--- src/rtl/pld_oc_pkg.sv ---
package pld_oc_pkg;
   typedef enum logic [1:0] {
      FFM_D  = 2'd0,
      FFM_T  = 2'd1,
      FFM_JK = 2'd2,
      FFM_SR = 2'd3
   } ff_mode_e;
endpackage

--- src/rtl/pld_oc_sum.sv ---
module pld_oc_sum #(
   parameter int N_NAT = 4,
   parameter int N_BRW = 6
) (
   input  logic [N_NAT-1:0] pt_nat,
   input  logic [N_NAT-1:0] rgrp,
   input  logic [N_BRW-1:0] pt_brw,
   input  logic [N_BRW-1:0] brw_en,
   input  logic             inv,
   output logic             set_t,
   output logic             rst_t
);
   logic [N_NAT-1:0] set_v;
   logic [N_NAT-1:0] rst_v;
   logic [N_BRW-1:0] brw_v;

   for (genvar i = 0; i < N_NAT; i++) begin : g_nat
      assign set_v[i] = pt_nat[i] & ~rgrp[i];
      assign rst_v[i] = pt_nat[i] &  rgrp[i];
   end

   for (genvar j = 0; j < N_BRW; j++) begin : g_brw
      assign brw_v[j] = pt_brw[j] & brw_en[j];
   end

   assign set_t = ((|set_v) | (|brw_v)) ^ inv;
   assign rst_t = |rst_v;
endmodule

--- src/rtl/pld_oc_clk.sv ---
module pld_oc_clk (
   input  logic clk,
   input  logic rst_n,
   input  logic clk_in,
   input  logic pt_clk,
   input  logic sel_pt,
   output logic fire
);
   logic prev_ext;
   logic prev_pt;

   always_ff @(posedge clk or negedge rst_n) begin
      if (!rst_n) begin
         prev_ext <= 1'b0;
         prev_pt  <= 1'b0;
      end else begin
         prev_ext <= clk_in;
         prev_pt  <= pt_clk;
      end
   end

   assign fire = sel_pt ? (pt_clk & ~prev_pt) : (clk_in & ~prev_ext);
endmodule

--- src/rtl/pld_oc_ff.sv ---
module pld_oc_ff
   import pld_oc_pkg::*;
(
   input  logic       clk,
   input  logic       rst_n,
   input  logic [1:0] mode,
   input  logic       s,
   input  logic       r,
   input  logic       fire,
   input  logic       ld,
   input  logic       ld_d,
   input  logic       clr,
   input  logic       pre,
   output logic       q_eff
);
   logic     q;
   logic     q_nxt;
   ff_mode_e m;

   assign m = ff_mode_e'(mode);

   always_comb begin
      unique case (m)
         FFM_D:  q_nxt = s;
         FFM_T:  q_nxt = q ^ s;
         FFM_JK: q_nxt = (s & ~q) | (~r & q);
         FFM_SR: q_nxt = (s ^ r) ? s : q;
         default: q_nxt = q;
      endcase
   end

   always_ff @(posedge clk or negedge rst_n) begin
      if (!rst_n)    q <= 1'b0;
      else if (clr)  q <= 1'b0;
      else if (pre)  q <= 1'b1;
      else if (ld)   q <= ld_d;
      else if (fire) q <= q_nxt;
   end

   assign q_eff = clr ? 1'b0 : (pre ? 1'b1 : q);
endmodule

--- src/rtl/pld_out_cell.sv ---
module pld_out_cell #(
   parameter int N_NAT = 4,
   parameter int N_BRW = 6,
   parameter int N_CLR = 2
) (
   input  logic             clk,
   input  logic             rst_n,
   input  logic [N_NAT-1:0] pt_nat,
   input  logic [N_NAT-1:0] cfg_rgrp,
   input  logic [N_BRW-1:0] pt_brw,
   input  logic [N_BRW-1:0] cfg_brw_en,
   input  logic             cfg_inv,
   input  logic [1:0]       cfg_mode,
   input  logic             cfg_clk_pt,
   input  logic             cfg_out_reg,
   input  logic             clk_in,
   input  logic             pt_clk,
   input  logic             pt_pre,
   input  logic             cfg_pre_en,
   input  logic [N_CLR-1:0] pt_clr,
   input  logic [N_CLR-1:0] cfg_clr_en,
   input  logic             cpu_ld,
   input  logic             cpu_d,
   output logic             cpu_q,
   output logic             pin_out,
   output logic             fb_out
);
   localparam int TOTAL_TERMS = N_NAT + N_BRW;

   if (N_NAT < 2) begin : g_bad_nat
      $error("pld_out_cell: N_NAT must be at least 2");
   end
   if (N_BRW < 1 || TOTAL_TERMS > 16) begin : g_bad_brw
      $error("pld_out_cell: N_BRW out of range");
   end
   if (N_CLR < 1 || N_CLR > 2) begin : g_bad_clr
      $error("pld_out_cell: N_CLR must be 1 or 2");
   end

   logic set_t;
   logic rst_t;
   logic fire;
   logic clr_any;
   logic pre_any;
   logic q_eff;
   logic comb_out;
   logic sel_out;

   pld_oc_sum #(.N_NAT(N_NAT), .N_BRW(N_BRW)) u_sum (
      .pt_nat (pt_nat),
      .rgrp   (cfg_rgrp),
      .pt_brw (pt_brw),
      .brw_en (cfg_brw_en),
      .inv    (cfg_inv),
      .set_t  (set_t),
      .rst_t  (rst_t)
   );

   pld_oc_clk u_clk (
      .clk    (clk),
      .rst_n  (rst_n),
      .clk_in (clk_in),
      .pt_clk (pt_clk),
      .sel_pt (cfg_clk_pt),
      .fire   (fire)
   );

   if (N_CLR == 1) begin : g_clr1
      assign clr_any = pt_clr[0] & cfg_clr_en[0];
   end else begin : g_clr2
      assign clr_any = (pt_clr[0] & cfg_clr_en[0]) | (pt_clr[1] & cfg_clr_en[1]);
   end

   assign pre_any = pt_pre & cfg_pre_en;

   pld_oc_ff u_ff (
      .clk   (clk),
      .rst_n (rst_n),
      .mode  (cfg_mode),
      .s     (set_t),
      .r     (rst_t),
      .fire  (fire),
      .ld    (cpu_ld),
      .ld_d  (cpu_d),
      .clr   (clr_any),
      .pre   (pre_any),
      .q_eff (q_eff)
   );

   assign comb_out = set_t;
   assign sel_out  = cfg_out_reg ? q_eff : comb_out;
   assign pin_out  = sel_out;
   assign fb_out   = sel_out;
   assign cpu_q    = q_eff;
endmodule

--- config.mk ---
export PLATFORM = sky130hd
export DESIGN_NAME = pld_out_cell
export DESIGN_NICKNAME = d
export VERILOG_FILES = /design/src/rtl/pld_oc_pkg.sv /design/src/rtl/pld_oc_sum.sv /design/src/rtl/pld_oc_clk.sv /design/src/rtl/pld_oc_ff.sv /design/src/rtl/pld_out_cell.sv
export SDC_FILE = /design/constraint.sdc
export NUM_CORES = 1
export LEC_CHECK = 0
export BUFFER_PORTS_ARGS = -buffer_cell sky130_fd_sc_hd__buf_2
export CAP_MARGIN = 15
export CORE_UTILIZATION = 30
export CTS_CLUSTER_DIAMETER = 40
export DETAILED_ROUTE_END_ITERATION = 10
export GPL_TIMING_DRIVEN = 1
export MAX_ROUTING_LAYER = met4
export PLACE_DENSITY = 0.72
export SETUP_SLACK_MARGIN = 0.02
export SLEW_MARGIN = 15
export SYNTH_ARGS = -nofsm -noshare
export SYNTH_HDL_FRONTEND = slang
export SYNTH_SLANG_ARGS = --single-unit
--- constraint.sdc ---
create_clock -name clk -period 1.25 [get_ports clk]
set_input_delay 0.0625 -clock clk [delete_from_list [all_inputs] [get_ports clk]]
set_output_delay 0.0625 -clock clk [all_outputs]
set_load 0.01 [all_outputs]
==> metrics.md <==
| Metric | Value |
|---|---|
| Cell internal power dissipation | 0.000347 W |
| Synth Warn # | 0 |
| Total routed wirelength | 1140 um |
| Worst IR Drop VDD | 0.562 mV |
| Total inserted antenna cells | 0 |
| Buffer depth of the longest clock path | 2 |
| Port bufs | 39 |
| Setup repair after global routing missed its margin | yes |
| Average footprint of a synthesized cell | 7.96 sq um |
| Clock power frac | 33.5% |
| Share of post-route cells with drive strength above 1 | between 50 and 60% |
| Number of flip-flops and latches in the synthesized netlist | 3 |
| Total number of placement rows | 12 |
| Slew Viols, Final | 0 |
| Detailed Routing Iterations Pass 1 | 2 |
| Slew at the pin closest to its max-slew limit | around 0.33 ns |
| Global-route wire length before repair | 1700 um |
| Post-synth net total | 90 |
| Hold Vio Cnt, Final | 0 |
| Net switching power | 0.000147 W |
| Max-cap viol count | 0 |
| Total negative setup slack | -0.0726 ns |
| Cell-by-cell listing of the critical path | buf_6 -> a22oi_2 -> nand3_2 -> o31a_1 -> buf_4 -> a211o_1 -> a211oi_2 -> o21ai_1 |
| Commonest cells in the netlist | 7 x sky130_fd_sc_hd__inv_1, 6 x sky130_fd_sc_hd__nand2_1 |
| Number of distinct library cells after synthesis | 28 |
| Kind of capture point of the worst setup path | flip-flop |
| Critical path's largest stage delay | around 0.30 ns |
| Num ports | 40 |
| Beginning of the critical path | cfg_brw_en[3] |
| Effective utilization at floorplan | 34.0% |
| Setup slack after placement | -0.235 ns |
| Die extent in y | 38.4 um |
| Area of the multi-input gates | 319 sq um |
| Logic gate share of total power | 44.0% |
| Top_reg_cell synth | sky130_fd_sc_hd__dfrtp_1 |
| Worst flop-to-flop path startpoint | u_clk.prev_ext |
| Worst-path cell with the longest stage delay | sky130_fd_sc_hd__o31a_1 |
| Number of DRC markers after the initial detailed-route iteration | 1 |
| Top cells by area, synth | sky130_fd_sc_hd__dfrtp_1 19%, sky130_fd_sc_hd__ha_1 9.4%, sky130_fd_sc_hd__inv_1 6.6%, sky130_fd_sc_hd__a22oi_1 5.7%, sky130_fd_sc_hd__nand2_1 5.7% |
| Share of total power in sequential cells | 22.5% |
| Avg Vias per Cell | between 4 and 5 |
| Post-synthesis sequential area ratio | 18.9% |
| Largest fanout of any net on the critical path | 3 |
| Clock input transition at the sequential cells of the worst setup and hold paths | 0.04 ns |
| Final Total Pwr | 0.000494 W |
| Level count of the clock H-tree | 1 |
| Inserted Clock Buffers | 3 |
| Proportion of total power due to net switching | 29.7% |
| Root Driver | sky130_fd_sc_hd__clkbuf_4 |
| Seq. cell area | between 70 and 80 sq um |
| Top achievable clock speed | roughly 770 MHz |
| Clock Skews | 0.00251 ns |
| Count of unresolved DRC violations after routing | 0 |
| Outcome | finished with violations |
| Worst rel slew slack | 77.7% |
| CTS tree | yes |
| Kind of launch point of the worst setup path | input port |
| Number of instances in the synthesized netlist | 50 |
| Cell type contributing the most total cell area after synthesis | sky130_fd_sc_hd__dfrtp_1 |
| Wirelength per Cell | 9.84 um |
| Worst Path Buf+Inv | 2 |
| Synthesis-to-finish area growth | 90.6% |
| Type of the worst setup path | input port to flip-flop |
| Half-perimeter wire length of the detailed placement result | 996 um |
| Critical path arrival | 1.41 ns |
| Tightest Hold Check Type | input port to asynchronous set/reset pin |
| Clock latency at the later pin of the worst-skew pair | 0.23 ns |
| Synth top area share | between 10% and 20% |
| Filler cell count | 108 |
| Total vias in the final route | 560 |
| Final min period | 1.31 ns |
| Worst EP required | 1.36 ns |
| Full die area | 1480 sq um |
| Final setup viols | 3 |
| DIE WIDTH | 38.4 um |
| Violated checks | setup timing |
| Sink Count | 3 |
| Number of antenna violations at the first check in global routing | 0 |
| Total core area | 1170 sq um |
| Setup WS post-layout | -0.0552 ns |
| Cell area power density | 651 nW/um^2 |
| Gr ovfl total | 0 |
| FFs w/ async S/R, synth | 100% |
| Number of routed nets with antenna violations | 0 |
| Weighted congestion at the end of routability-driven global placement | 0.754 |
| Number of nets in the finished design | 143 |
| EDFF count, synth | 0 |
| Number of global-route vias before repair | 514 |
| Most repeated cell in the gate-level netlist after synthesis | sky130_fd_sc_hd__inv_1 |
| Post-Synthesis Cell Area | just under 400 sq um |
| Largest net degree at the start of global routing | 4 |
| Standby leakage power | 0.399 nW |
| GRT Resource Usage Total | 17.8% |
| Tcrit/Tclk final | 104% |
| Top Family by Delay on Critical Path | compound AO/OA/AOI/OAI gates |
-- path summary, 6_finish.rpt --
path | to | slack [ns] | depth (start not counted)
setup / recovery | u_ff.q | -0.06 | 8
hold / removal | u_ff.q | 0.16 | 2
setup reg to reg | u_ff.q | 0.03 | 6
hold reg to reg | u_ff.q | 0.55 | 2
max in group asynchronous | u_clk.prev_ext | 0.98 | 2
min in group clk | u_ff.q | 0.16 | 4
-- power groups by stage --
stage	registers (W)	clock network [W]	logic (W)
floorplan	0.000111	0	0.0000942
detailed placement	0.000112	0	0.000194
global placement	0.000112	0	0.000187
global route	0.000112	0.000181	0.000240
finish	0.000111	0.000166	0.000217
CTS	0.000111	0.000174	0.000217
-- what timing repair did --
item / CTS / global route
endpoints found under the setup margin: 3 / 3
setup buffers: 1 / 0
hold buffers: 3 / 0
pin swaps: 6 / 0
endpoints found under the hold margin: 5 / 0
gates resized for setup: 5 / 1
-- cell families after synthesis --
| logic type | Yosys count | synth area share [%] |
|---|---|---|
| simple gates | 16 | 21.7 |
| fa+ha+maj | 3 | 9.43 |
| flops | 3 | 18.9 |
| compound gates | 19 | 40.6 |
| buf+inv | 9 | 9.43 |
-- worst reg2reg max path, delay by kind of cell, from the launching register on --
family,cells,cell delay (ns)
flops,1,0.36
compound gates,5,0.60
simple gates,1,0.19
-- layout make-up --
cell class | instances | area share [%]
Tap cell | 14 | 2.31
Sequential cell | 3 | 9.90
Timing Repair Buffer | 49 | 38.3
Inverter | 8 | 3.96
Multi-Input combinational cell | 38 | 42.1
Clock buffer | 4 | 3.47
-- sequential cells by signal, summed over array words and instances, names as in the netlist --
signal and cells:
u_clk.prev_ext 1, u_ff.q 1, u_clk.prev_pt 1
-- per-layer routing --
metal  up-vias  wire [um]  global-route usage [%]
met5         -          0                       -
met4         0         14                    12.9
met3         2         90                    5.23
met2        25        609                    33.5
met1       244        429                    14.4
li1        289          -                       -
-- through the flow --
stage	instances	hold slack, ns	utilization (%)	area [sq um]
after floorplan	50	-0.233	-	408
after global placement	108	-0.136	56.2	658
after detailed placement	108	-0.135	56.2	658
after CTS	116	0.155	64.3	753
after global routing	116	0.163	64.7	758
final	116	0.156	64.7	758
-- layout by cell type, fill, tap and decap left out --
| cell type | n |
|---|---|
| sky130_fd_sc_hd__buf_2 | 37 |
| sky130_fd_sc_hd__inv_1 | 7 |
| sky130_fd_sc_hd__buf_4 | 7 |
| sky130_fd_sc_hd__nand2_1 | 6 |
| sky130_fd_sc_hd__nor2_1 | 3 |
| sky130_fd_sc_hd__ha_1 | 3 |
| sky130_fd_sc_hd__clkbuf_4 | 3 |
| sky130_fd_sc_hd__dlygate4sd3_1 | 3 |
| sky130_fd_sc_hd__dfrtp_1 | 3 |
| sky130_fd_sc_hd__a22oi_2 | 2 |
| sky130_fd_sc_hd__a22oi_1 | 2 |
| sky130_fd_sc_hd__nand2b_1 | 2 |
| sky130_fd_sc_hd__o21ai_1 | 2 |
| sky130_fd_sc_hd__buf_6 | 2 |
| sky130_fd_sc_hd__a22o_1 | 1 |
| sky130_fd_sc_hd__a21oi_1 | 1 |
| sky130_fd_sc_hd__o21ai_0 | 1 |
| sky130_fd_sc_hd__o221ai_2 | 1 |
| sky130_fd_sc_hd__or2b_1 | 1 |
| sky130_fd_sc_hd__nand3_2 | 1 |
| sky130_fd_sc_hd__o31a_1 | 1 |
| sky130_fd_sc_hd__nor4_2 | 1 |
| sky130_fd_sc_hd__o31ai_4 | 1 |
| sky130_fd_sc_hd__a211o_1 | 1 |
| sky130_fd_sc_hd__o221ai_1 | 1 |
| sky130_fd_sc_hd__nor3b_2 | 1 |
| sky130_fd_sc_hd__a31oi_2 | 1 |
| sky130_fd_sc_hd__nor3b_1 | 1 |
| sky130_fd_sc_hd__a211oi_2 | 1 |
| sky130_fd_sc_hd__clkinv_1 | 1 |
| sky130_fd_sc_hd__a31oi_1 | 1 |
| sky130_fd_sc_hd__o21bai_1 | 1 |
| sky130_fd_sc_hd__a2111oi_2 | 1 |
| sky130_fd_sc_hd__clkbuf_1 | 1 |
(Power assumes the default switching activity.)
